File: config.mk
export PLATFORM = sky130hd
export DESIGN_NAME = lcd_pixel_unpacker
export DESIGN_NICKNAME = d
export VERILOG_FILES = /design/src/rtl/lpu_pkg.sv /design/src/rtl/lpu_cfg_check.sv /design/src/rtl/lpu_word_slicer.sv /design/src/rtl/lpu_bus_stage.sv /design/src/rtl/lcd_pixel_unpacker.sv
export SDC_FILE = /design/constraint.sdc
export NUM_CORES = 1
export LEC_CHECK = 0
export ABC_AREA = 1
export BUFFER_PORTS_ARGS = -buffer_cell sky130_fd_sc_hd__buf_4
export CORE_UTILIZATION = 43
export DETAILED_ROUTE_END_ITERATION = 8
export PLACE_DENSITY_LB_ADDON = 0.1
export SLEW_MARGIN = 20
export SYNTH_ARGS = -nofsm -noshare
export SYNTH_HDL_FRONTEND = slang
export SYNTH_SLANG_ARGS = --single-unit
File: constraint.sdc
create_clock -name clk -period 1.1 [get_ports clk]
set_input_delay 0.11 -clock clk [delete_from_list [all_inputs] [get_ports clk]]
set_output_delay 0.11 -clock clk [all_outputs]
set_load 0.02 [all_outputs]
File: src/rtl/lpu_pkg.sv
package lpu_pkg;

    localparam int CH_W   = 8;
    localparam int WORD_W = 32;
    localparam int BUS_W  = 3 * CH_W;
    localparam int LANES  = WORD_W / 8;

    typedef enum logic [1:0] {
        FMT_RGB565 = 2'd0,
        FMT_RSVD1  = 2'd1,
        FMT_RSVD2  = 2'd2,
        FMT_RGB888 = 2'd3
    } fmt_e;

    typedef enum logic [1:0] {
        BUS_16 = 2'd0,
        BUS_8  = 2'd1,
        BUS_18 = 2'd2,
        BUS_24 = 2'd3
    } bus_e;

    typedef struct packed {
        logic [CH_W-1:0] r;
        logic [CH_W-1:0] g;
        logic [CH_W-1:0] b;
    } rgb_t;

    // Which bytes of a FIFO word carry pixel data
    function automatic logic [LANES-1:0] lane_mask(fmt_e f);
        return (f == FMT_RGB565) ? 4'hF : 4'h7;
    endfunction

    // Widen 5-6-5 by copying the upper bits of each channel downward
    function automatic rgb_t widen_565(logic [15:0] p);
        rgb_t c;
        c.r = {p[15:11], p[15:13]};
        c.g = {p[10:5],  p[10:9]};
        c.b = {p[4:0],   p[4:2]};
        return c;
    endfunction

    function automatic rgb_t split_888(logic [23:0] p);
        rgb_t c;
        c.r = p[23:16];
        c.g = p[15:8];
        c.b = p[7:0];
        return c;
    endfunction

    // Place a full-depth colour on the selected panel bus, right-aligned
    function automatic logic [BUS_W-1:0] place_on_bus(bus_e w, rgb_t c);
        logic [BUS_W-1:0] o;
        case (w)
            BUS_24:  o = {c.r, c.g, c.b};
            BUS_18:  o = {6'd0, c.r[7:2], c.g[7:2], c.b[7:2]};
            BUS_16:  o = {8'd0, c.r[7:3], c.g[7:2], c.b[7:3]};
            default: o = '0;
        endcase
        return o;
    endfunction

endpackage

File: src/rtl/lpu_cfg_check.sv
module lpu_cfg_check
    import lpu_pkg::*;
(
    input  logic [1:0] fmt_raw,
    input  logic [1:0] bus_raw,
    output fmt_e       fmt,
    output bus_e       bus,
    output logic       cfg_ok
);
    logic fmt_legal;
    logic bus_legal;

    assign fmt = fmt_e'(fmt_raw);
    assign bus = bus_e'(bus_raw);

    assign fmt_legal = (fmt == FMT_RGB565) || (fmt == FMT_RGB888);
    assign bus_legal = (bus != BUS_8);
    assign cfg_ok    = fmt_legal && bus_legal;
endmodule

File: src/rtl/lpu_word_slicer.sv
module lpu_word_slicer
    import lpu_pkg::*;
#(
    parameter int WW = WORD_W,
    localparam int NL = WW / 8,
    localparam int HW = WW / 2
) (
    input  logic          clk,
    input  logic          rst,
    input  logic          cfg_ok,
    input  fmt_e          fmt,
    input  logic          pix_strobe,
    input  logic          word_valid,
    input  logic [WW-1:0] word_data,
    output logic          word_ready,
    output logic          take,
    output logic          starve,
    output rgb_t          pix_rgb
);
    logic [NL-1:0] mask;
    logic [WW-1:0] masked;
    logic [HW-1:0] half_word;
    logic          upper_half;
    logic          last_pixel;

    assign mask = lane_mask(fmt);

    generate
        for (genvar i = 0; i < NL; i++) begin : g_lane
            assign masked[8*i +: 8] = word_data[8*i +: 8] & {8{mask[i]}};
        end
    endgenerate

    assign half_word = upper_half ? masked[WW-1:HW] : masked[HW-1:0];
    assign pix_rgb   = (fmt == FMT_RGB565) ? widen_565(half_word)
                                           : split_888(masked[23:0]);

    assign take       = pix_strobe && cfg_ok && word_valid;
    assign starve     = pix_strobe && cfg_ok && !word_valid;
    assign last_pixel = (fmt == FMT_RGB888) || upper_half;
    assign word_ready = take && last_pixel;

    always_ff @(posedge clk) begin
        if (rst || !cfg_ok || fmt != FMT_RGB565) begin
            upper_half <= 1'b0;
        end else if (take) begin
            upper_half <= ~upper_half;
        end
    end


    ready_alternates_chk: assert property (@(posedge clk) disable iff (rst)
        (word_ready && fmt == FMT_RGB565 && $stable(fmt)) |-> !$past(word_ready));


    starve_holds_pos_chk: assert property (@(posedge clk) disable iff (rst)
        (starve && $stable(fmt)) |=> $stable(upper_half));
endmodule

File: src/rtl/lpu_bus_stage.sv
module lpu_bus_stage
    import lpu_pkg::*;
#(
    parameter int BW = BUS_W
) (
    input  logic          clk,
    input  logic          rst,
    input  bus_e          bus,
    input  logic          take,
    input  logic          starve,
    input  rgb_t          pix_rgb,
    output logic          pix_valid,
    output logic [BW-1:0] pix_data,
    output logic          underflow
);
    always_ff @(posedge clk) begin
        if (rst) begin
            pix_valid <= 1'b0;
            pix_data  <= '0;
            underflow <= 1'b0;
        end else begin
            pix_valid <= take;
            pix_data  <= take ? place_on_bus(bus, pix_rgb) : '0;
            if (starve) begin
                underflow <= 1'b1;
            end
        end
    end


    underflow_sticky_chk: assert property (@(posedge clk) disable iff (rst)
        underflow |=> underflow);


    starve_blank_chk: assert property (@(posedge clk) disable iff (rst)
        starve |=> (!pix_valid && pix_data == '0 && underflow));


    bus18_top_zero_chk: assert property (@(posedge clk) disable iff (rst)
        (take && bus == BUS_18) |=> (pix_data[BW-1:18] == '0));


    bus16_top_zero_chk: assert property (@(posedge clk) disable iff (rst)
        (take && bus == BUS_16) |=> (pix_data[BW-1:16] == '0));
endmodule

File: src/rtl/lcd_pixel_unpacker.sv
module lcd_pixel_unpacker
    import lpu_pkg::*;
#(
    parameter int WORD_BITS = WORD_W,
    parameter int PIX_BITS  = BUS_W
) (
    input  logic                 clk,
    input  logic                 rst,
    input  logic [1:0]           cfg_word_fmt,
    input  logic [1:0]           cfg_bus_width,
    input  logic                 word_valid,
    input  logic [WORD_BITS-1:0] word_data,
    output logic                 word_ready,
    input  logic                 pix_strobe,
    output logic                 pix_valid,
    output logic [PIX_BITS-1:0]  pix_data,
    output logic                 cfg_err,
    output logic                 underflow
);
    fmt_e fmt;
    bus_e bus;
    logic cfg_ok;
    logic take;
    logic starve;
    rgb_t pix_rgb;

    lpu_cfg_check u_cfg (
        .fmt_raw (cfg_word_fmt),
        .bus_raw (cfg_bus_width),
        .fmt     (fmt),
        .bus     (bus),
        .cfg_ok  (cfg_ok)
    );

    lpu_word_slicer #(.WW(WORD_BITS)) u_slice (
        .clk        (clk),
        .rst        (rst),
        .cfg_ok     (cfg_ok),
        .fmt        (fmt),
        .pix_strobe (pix_strobe),
        .word_valid (word_valid),
        .word_data  (word_data),
        .word_ready (word_ready),
        .take       (take),
        .starve     (starve),
        .pix_rgb    (pix_rgb)
    );

    lpu_bus_stage #(.BW(PIX_BITS)) u_bus (
        .clk       (clk),
        .rst       (rst),
        .bus       (bus),
        .take      (take),
        .starve    (starve),
        .pix_rgb   (pix_rgb),
        .pix_valid (pix_valid),
        .pix_data  (pix_data),
        .underflow (underflow)
    );

    assign cfg_err = !cfg_ok;


    err_silent_chk: assert property (@(posedge clk) disable iff (rst)
        (cfg_err && $past(cfg_err)) |-> (!pix_valid && pix_data == '0 && !word_ready));


    valid_needs_strobe_chk: assert property (@(posedge clk) disable iff (rst)
        pix_valid |-> $past(pix_strobe));
endmodule

==> flow_metrics.tcl, run 1 <==
set metrics [dict create \
    timing.max_cap.violations 0 \
    clock_latency_ns 0.28 \
    final_common_cell "buf_4" \
    viasPerCell 5.05 \
    routedWlPerCell_um 12.7 \
    grt_max_degree 19 \
    p_total_mw 2.20 \
    coreArea_sq_um 3660 \
    grt_overflow 0 \
    worst-path-max-fanout 5 \
    ys_warn_count 0 \
    grt_pass1_vias 1819 \
    clk_pin_slew_ns 0.10 \
    root_buffer "clkbuf_8" \
    rows 22 \
    dpl.cell_count 387 \
    die_y_um 63.7 \
    ys_top_cells_by_area "dfxtp_1 33%, nand2_1 20%, nand3_1 19%" \
    power_density_nw_per_um2 848 \
    seq_area_frac_synth_pct 33.1 \
    utilization_pct 70.8 \
    startpoint_type "flip-flop" \
    cts_buffer_depth 2 \
    finalWirelength_um 5030 \
    cts.sinks 27 \
    initialDrtViolationCount 126 \
    cellLeakagePower_nw 1.37 \
    antenna_left 0 \
    place_congestion 0.902 \
    synth_seq_cells 27 \
    hold_violations 0 \
    vias 2000 \
    post-place-ws_ns -0.282 \
    synth_top_area_cell "dfxtp_1" \
    yosys.area.top_type_share_pct 33.1 \
    report.final.slew_viol_count 0 \
    synthAdderAreaFrac_pct 1.53 \
    syn_nets 307 \
    fmax_ghz 0.852 \
    htree_levels 1 \
    clock_skew_ns 0.0129 \
    worstMarginPinSlew_ns 0.566 \
    place_hpwl_um 3640 \
    crit_family "flip-flops" \
    first_pass_iters 6 \
    rrSetupSlack_ns -0.07 \
    period_needed_ns 1.17 \
    grt_antenna_before_repair 0 \
    path_class "flip-flop to primary output" \
    fin_nets 391 \
    hp-class "primary input to flip-flop" \
    slew_headroom_pct 62.2 \
    synth_compound_area_share_pct 4.51 \
    fillerInstances 324 \
    design_area_sq_um 2590 \
    cts_buffers 3 \
    synth_area_sq_um 1640 \
    cp_slowest_cell "dfxtp_4" \
    setup_viol_count_final 9 \
    arrival_ns 1.06 \
    status "finished with violations" \
    syn_area_per_cell_sq_um 6.17 \
    drc 0 \
    io_pins 68 \
    grt_pass1_wl_um 7820 \
    cpPeakStageDelay_ns 0.40 \
    path_cells "buf_6 -> nor2_4 -> nor2_4 -> buf_6" \
    placed_cell_area_sq_um 2320 \
    drive_above_1_share_pct 43.4 \
    cts_tree "built" \
    dieArea_sq_um 4050 \
    violations "setup timing" \
    ctsHoldBuffers 0 \
    synth_mux_area_share_pct 0 \
    synth_cell_types 24 \
    crit_path_end_kind "primary output" \
    synthSimpleGateAreaFrac_pct 49.7 \
    syn-instance-count 265 \
    io_buffers 67 \
    die_w_um 63.7 \
    grt.total_usage_pct 24.4 \
    area_growth_pct 58.5 \
    fin_crit_sh_pct 107 \
    vdd_drop_max_mv 0.451 \
    yosys.area_share.xor_xnor_pct 0.536 \
    antennaDiodeCount 0 \
    cp.required_ns 0.99 \
    synth_top_family_by_area "simple AND/OR/NAND/NOR gates" \
    start_util_pct 44.7 \
    layout_common_cells "81 x buf_4, 79 x nand2_1, 40 x nand3_1" \
    setup_ws_ns -0.0737 \
    grt_setup_unrepaired "yes" \
    fin_cells 396 \
    worst-path-buf-inv 2 \
]
[cells in the mapped netlist (all sizes together)]
master / count
ha: 2
a21boi: 1
buf: 9
o211ai: 1
o21ai: 2
o21a: 1
a21oi: 6
clkbuf: 2
inv: 28
nand3: 64
nor2: 24
nand2: 89
or2: 8
dfxtp: 27
xor2: 1
[stage by stage]
step           hold WS (ns)  TNS (ns)
4_1_cts               0.118    -0.243
6_report              0.112    -0.339
3_3_place_gp          0.411     -5.53
2_1_floorplan         0.270   -0.0217
5_1_grt               0.121     -1.45
3_5_place_dp          0.410     -5.97
[report_power, final]
| part | switching [mW] | leakage [nW] | total (mW) | internal (mW) |
|---|---|---|---|---|
| clock | 0.307 | 0.0228 | 0.567 | 0.260 |
| combinational | 0.340 | 1.13 | 0.638 | 0.298 |
| sequential | 0.00417 | 0.219 | 0.992 | 0.988 |
[cells by family (layout without fill, tap and decap cells)]
family,after synthesis,count (layout)
xor+xnor,1,1
flops,27,27
compound gates,11,11
simple gates,185,185
fa+ha+maj,2,2
buf+inv,39,122
[what timing repair did]
action,CTS,global route
gates cloned,1,1
gates resized for setup,19,34
hold endpoints to repair,0,0
pin swaps,6,10
setup endpoints to repair,18,21
setup buffers,3,0
[metal layers]
| layer | wire length, um | global-route usage [%] |
|---|---|---|
| met5 | 0 | 0 |
| met4 | 175 | 9.94 |
| met3 | 369 | 3.44 |
| met2 | 2430 | 42.8 |
| met1 | 2060 | 29.4 |
[worst min-delay path, cell delays in order]
cell	delay [ns]
buf_4	0.10
inv_1	0.05
o21a_1	0.09
[path summary, 6_finish.rpt]
kind / from / to / cells after the start
setup reg to reg: u_slice.upper_half / u_bus.pix_data[15] / 7
setup / recovery: u_slice.upper_half / word_ready / 4
hold reg to reg: u_bus.underflow / u_bus.underflow / 1
hold / removal: rst / u_bus.underflow / 3
[state kept, by name (all words and copies together), names as in the netlist]
name / flops
u_bus.pix_data: 24
u_bus.pix_valid: 1
u_bus.underflow: 1
u_slice.upper_half: 1
[layout make-up]
type | instances | area, sq um | share of cell area, %
clock buffers | 4 | 45.0 | 1.74
repair inverters | 1 | 7.51 | 0.290
multi-input cells | 199 | 1110 | 42.8
flip-flops and latches | 27 | 544 | 21.0
well taps | 48 | 60.1 | 2.32
repair buffers | 89 | 701 | 27.0
inverters | 28 | 126 | 4.87
(Power assumes the default switching activity.)
==> run 2, diff against run 1 <==
CTS_BUF_LIST = sky130_fd_sc_hd__clkbuf_4 sky130_fd_sc_hd__clkbuf_8 sky130_fd_sc_hd__clkbuf_16   (was not set)
==> flow_metrics.tcl, run 2 (synthesis gave the netlist of run 1 again) <==
set metrics [dict create \
    clock_skew_ns 0.00932 \
    layout_common_cells "81 x buf_4, 80 x nand2_1, 40 x nand3_1" \
    ctsHoldBuffers 0 \
    grt_pass1_wl_um 7850 \
    arrival_ns 1.06 \
    viasPerCell 5.01 \
    cts_buffer_depth 2 \
    vdd_drop_max_mv 0.449 \
    path_class "flip-flop to primary output" \
    min_from "rst" \
    cts.sinks 27 \
    hold_violations 0 \
    cts_buffers 3 \
    r2r_start "u_slice.upper_half" \
    utilization_pct 70.8 \
    grt.total_usage_pct 24.5 \
    place_congestion 0.902 \
    largest_reg_flops 24 \
    first_pass_iters 5 \
    grt_pass1_vias 1820 \
    cellLeakagePower_nw 1.37 \
    start_util_pct 44.7 \
    coreArea_sq_um 3660 \
    grt_antenna_before_repair 0 \
    status "finished with violations" \
    antennaDiodeCount 0 \
    cp-startpoint "u_slice.upper_half" \
    grt_overflow 0 \
    setup_ws_ns -0.0656 \
    drc 0 \
    grt_max_degree 19 \
    p_total_mw 2.21 \
    clk_pin_slew_ns 0.09 \
    setup_viol_count_final 8 \
    fin_crit_sh_pct 106 \
    finalWirelength_um 4990 \
    fmax_ghz 0.858 \
    place_hpwl_um 3640 \
    timing.max_cap.violations 0 \
    largest_register "u_bus.pix_data" \
    io_pins 68 \
    area_growth_pct 58.6 \
    grt_setup_unrepaired "yes" \
    routedWlPerCell_um 12.6 \
    final_common_cell "buf_4" \
    die_y_um 63.7 \
    startpoint_type "flip-flop" \
    hp-class "primary input to flip-flop" \
    worst-path-max-fanout 5 \
    period_needed_ns 1.17 \
    drive_above_1_share_pct 43.4 \
    dieArea_sq_um 4050 \
    antenna_left 0 \
    root_buffer "clkbuf_8" \
    die_w_um 63.7 \
    cp.required_ns 0.99 \
    report.final.slew_viol_count 0 \
    tns_ns -0.314 \
    power_density_nw_per_um2 853 \
    crit_path_end_kind "primary output" \
    worstMarginPinSlew_ns 0.562 \
    vias 1985 \
    initialDrtViolationCount 104 \
    htree_levels 1 \
    slew_headroom_pct 62.5 \
    rows 22 \
    violations "setup timing" \
    fin_nets 391 \
    cts_tree "built" \
    io_buffers 67 \
    clock_latency_ns 0.27 \
]
-- run 2: through the flow --
stage | hold WS (ns) | setup WS, ns | std cells | cell area (sq um)
floorplan | 0.270 | -0.0108 | 265 | 1690
global placement | 0.411 | -0.255 | 387 | 2320
detailed placement | 0.410 | -0.282 | 387 | 2320
CTS | 0.118 | -0.0525 | 395 | 2460
global route | 0.119 | -0.120 | 396 | 2590
finish | 0.116 | -0.0656 | 396 | 2590
-- run 2: worst paths after layout --
check                                          end  slack [ns]  cells past startpoint
worst min register to register     u_bus.underflow        0.48                      1
worst max register to register  u_bus.pix_data[15]       -0.06                      7
worst min-delay path               u_bus.underflow        0.12                      3
worst max-delay path                    word_ready       -0.07                      4
-- run 2: where the power goes --
part	switching (mW)	internal (mW)	leakage, nW	total, mW
registers	0.00418	0.988	0.219	0.992
clock network	0.299	0.284	0.0262	0.583
logic	0.339	0.297	1.13	0.636
total	0.642	1.57	1.37	2.21
-- run 2: worst max-delay path, cell delays in order, from the launching register on --
cell and delay [ns]:
dfxtp_4 0.40, buf_6 0.14, nor2_4 0.04, nor2_4 0.08, buf_6 0.12
-- run 2: per-layer routing --
layer | global-route usage, % | part of all wire [%]
met1 | 29.5 | 41
met2 | 43.0 | 49
met3 | 3.44 | 7.5
met4 | 9.94 | 2.7
met5 | 0 | 0
-- run 2: what timing repair did --
action / 4_1_cts / 5_1_grt
gates resized for setup: 19 / 33
cloned: 1 / 1
buffers inserted: 3 / 0
endpoints found under the setup margin: 18 / 21
pin swaps: 6 / 7
-- run 2: final cells by class --
cell class / instances / area (sq um)
Timing Repair Buffer: 89 / 701
Timing Repair inverter: 1 / 7.51
Multi-Input combinational cell: 199 / 1110
Inverter: 28 / 126
Clock buffer: 4 / 48.8
Fill cell: 324 / 1070
Sequential cell: 27 / 544
Tap cell: 48 / 60.1
==> run 3, diff against run 2 <==
ABC_AREA = not set   (was 1)
CELL_PAD_IN_SITES_DETAIL_PLACEMENT = 1   (was not set)
CELL_PAD_IN_SITES_GLOBAL_PLACEMENT = 2   (was not set)
CORE_UTILIZATION = 24   (was 43)
==> flow_metrics.tcl, run 3 <==
set metrics [dict create \
    clock_skew_ns 0.00403 \
    rows 29 \
    synth_most_common_cell "nor2_1" \
    fmax_ghz 0.669 \
    coreArea_sq_um 6490 \
    hold_violations 0 \
    grt_pass1_vias 2068 \
    crit_path_end_kind "flip-flop" \
    timing.hold.ws_ns 0.0716 \
    crit_top_cell "buf_4" \
    grt.total_usage_pct 18.6 \
    fin_cells 396 \
    yosys.area.top_type_share_pct 32.9 \
    setup_viol_count_final 25 \
    die_y_um 84.8 \
    grt_antenna_before_repair 0 \
    grt_pass1_wl_um 10400 \
    path_cells "buf_4 -> mux2i_2 -> buf_4 -> nand2_1 -> buf_4 -> a32o_1" \
    dpl.cell_count 387 \
    routedWlPerCell_um 17.0 \
    io_buffers 67 \
    initialDrtViolationCount 72 \
    root_buffer "clkbuf_8" \
    violations "DRC, setup timing" \
    clk_pin_slew_ns 0.11 \
    syn_area_per_cell_sq_um 8.39 \
    synth_cell_types 47 \
    cpPeakStageDelay_ns 0.41 \
    io_pins 68 \
    largest_reg_flops 24 \
    place_congestion 0.809 \
    report.final.slew_viol_count 0 \
    cts_buffer_depth 2 \
    startpoint_type "flip-flop" \
    ys_top_cells_by_area "dfxtp_1 33%, mux2i_1 9.1%, nor2_1 8.2%" \
    drive_above_1_share_pct 63.9 \
    swShare_pct 31.8 \
    ys_warn_count 0 \
    largest_register "u_bus.pix_data" \
    grt_overflow 0 \
    fin_nets 362 \
    vdd_drop_max_mv 0.433 \
    seq_area_frac_synth_pct 32.9 \
    r2r-end "u_bus.pix_data[9]" \
    start_util_pct 25.3 \
    cts.sinks 27 \
    grt_max_degree 25 \
    synth_top_area_cell "dfxtp_1" \
    cp.required_ns 1.28 \
    rrSetupSlack_ns -0.40 \
    seq_power_share_pct 40.1 \
    intPower_mw 1.69 \
    cellLeakagePower_nw 1.30 \
    finalWirelength_um 6720 \
    drc 6 \
    first_pass_iters 8 \
    worst-path-max-fanout 5 \
    viasPerCell 4.94 \
    cp_slowest_cell "dfxtp_4" \
    ys.flop_type "dfxtp_1" \
    vias 1955 \
    synth_area_sq_um 1650 \
    fin_crit_sh_pct 136 \
    synth_commonest_cells "36 x nor2_1, 27 x dfxtp_1, 16 x a211oi_1, 16 x a21oi_1, 15 x mux2i_1" \
    fillerInstances 763 \
    hp-class "primary input to flip-flop" \
    layout_common_cells "127 x buf_4, 34 x nor2_1, 26 x dfxtp_1" \
    syn-instance-count 196 \
    worstHoldPathCells 3 \
    power_density_nw_per_um2 809 \
    place_hpwl_um 5030 \
    min_from "rst" \
    grt_setup_unrepaired "yes" \
    antennaDiodeCount 0 \
    final_common_cell "buf_4" \
    pwr-share-clk_pct 24.9 \
    status "finished with violations" \
    setup_ws_ns -0.395 \
    r2r_cells 6 \
    cts_buffers 3 \
    synth_seq_cells 27 \
    dieArea_sq_um 7190 \
    slew_headroom_pct 73.3 \
    p_comb_share_pct 34.9 \
    antenna_left 0 \
    synthArstFlopShare_pct 0 \
    htree_levels 1 \
    synth-edff-count 0 \
    timing.max_cap.violations 0 \
    period_needed_ns 1.50 \
    clock_latency_ns 0.28 \
    syn_nets 238 \
    die_w_um 84.8 \
    worstMarginPinSlew_ns 0.390 \
    p_total_mw 2.48 \
    area_growth_pct 86.5 \
    r2r_start "u_slice.upper_half" \
    utilization_pct 47.3 \
    power.switching_uw 790 \
    arrival_ns 1.68 \
    path_class "flip-flop to flip-flop" \
    cts_tree "built" \
    whs_endpoint "u_bus.underflow" \
]
==> run 3: cell type report <==
type                            instances  area, sq um  share of cell area [%]
Multi-Input combinational cell        146         1240                    40.5
Timing Repair Buffer                  135         1080                    35.3
Sequential cell                        27          544                    17.7
Tap cell                               77         96.3                    3.14
Inverter                                7         53.8                    1.75
Clock buffer                            3         41.3                    1.35
Clock inverter                          1         7.51                   0.245
==> run 3: metal layers <==
metal	wire [um]	up-vias	global-route usage [%]
li1	-	955	-
met2	3280	46	32.4
met4	36	0	3.24
met5	0	-	0
met3	226	4	2.06
met1	3170	950	25.0
==> run 3: cells by family (layout without fill, tap and decap cells) <==
group	Yosys count	in the layout	share of synthesized area, %
buffers and inverters	23	146	8.36
adder cells (fa/ha/maj)	2	2	1.52
AO/OA/AOI/OAI	61	61	26.5
AND/OR/NAND/NOR	66	66	20.4
XOR/XNOR	1	1	0.532
flip-flops	27	27	32.9
multiplexers	16	16	9.81
==> run 3: critical path, delay by kind of cell, from the launching register on <==
family	cells	cell delay (ns)
muxes	1	0.23
buffers and inverters	3	0.45
and+or+nand+nor	1	0.06
DFF	1	0.41
AOI/OAI and AO/OA	1	0.24
==> run 3: timing repair <==
| action | 4_1_cts | 5_1_grt |
|---|---|---|
| setup endpoints to repair | 25 | 26 |
| setup buffers | 3 | 2 |
| pin swaps | 7 | 12 |
| hold buffers | 0 | 0 |
| hold endpoints to repair | 0 | 0 |
| gates resized for setup | 26 | 28 |
| gates cloned | 0 | 1 |
==> run 3: stage by stage <==
stage               area, sq um  setup slack [ns]  TNS, ns
floorplan                  1740            -0.269    -4.39
global placement           2720            -0.444    -9.66
global route               3070            -0.445    -8.50
CTS                        2920            -0.364    -6.91
detailed placement         2720            -0.481   -10.11
finish                     3070            -0.395    -7.00
==> run 3: how the worst max path moves through the flow <==
stage | from | to | slack, ns | cells after the start
after floorplan | u_slice.upper_half | u_bus.pix_data[2] | -0.27 | 6
after global placement | cfg_word_fmt[1] | u_bus.pix_data[12] | -0.44 | 8
after detailed placement | cfg_word_fmt[1] | u_bus.pix_data[19] | -0.48 | 7
after CTS | u_slice.upper_half | u_bus.pix_data[15] | -0.36 | 5
after global routing | u_slice.upper_half | u_bus.pix_data[9] | -0.45 | 6
final | u_slice.upper_half | u_bus.pix_data[9] | -0.40 | 6
==> run 3: power groups by stage <==
stage               Sequential (mW)  Clock (mW)  Combinational (mW)
floorplan                      1.04           0               0.323
global placement               1.02           0               0.746
detailed placement             1.02           0               0.751
CTS                           0.999       0.655               0.810
global route                  0.998       0.688               0.932
finish                        0.996       0.619               0.867
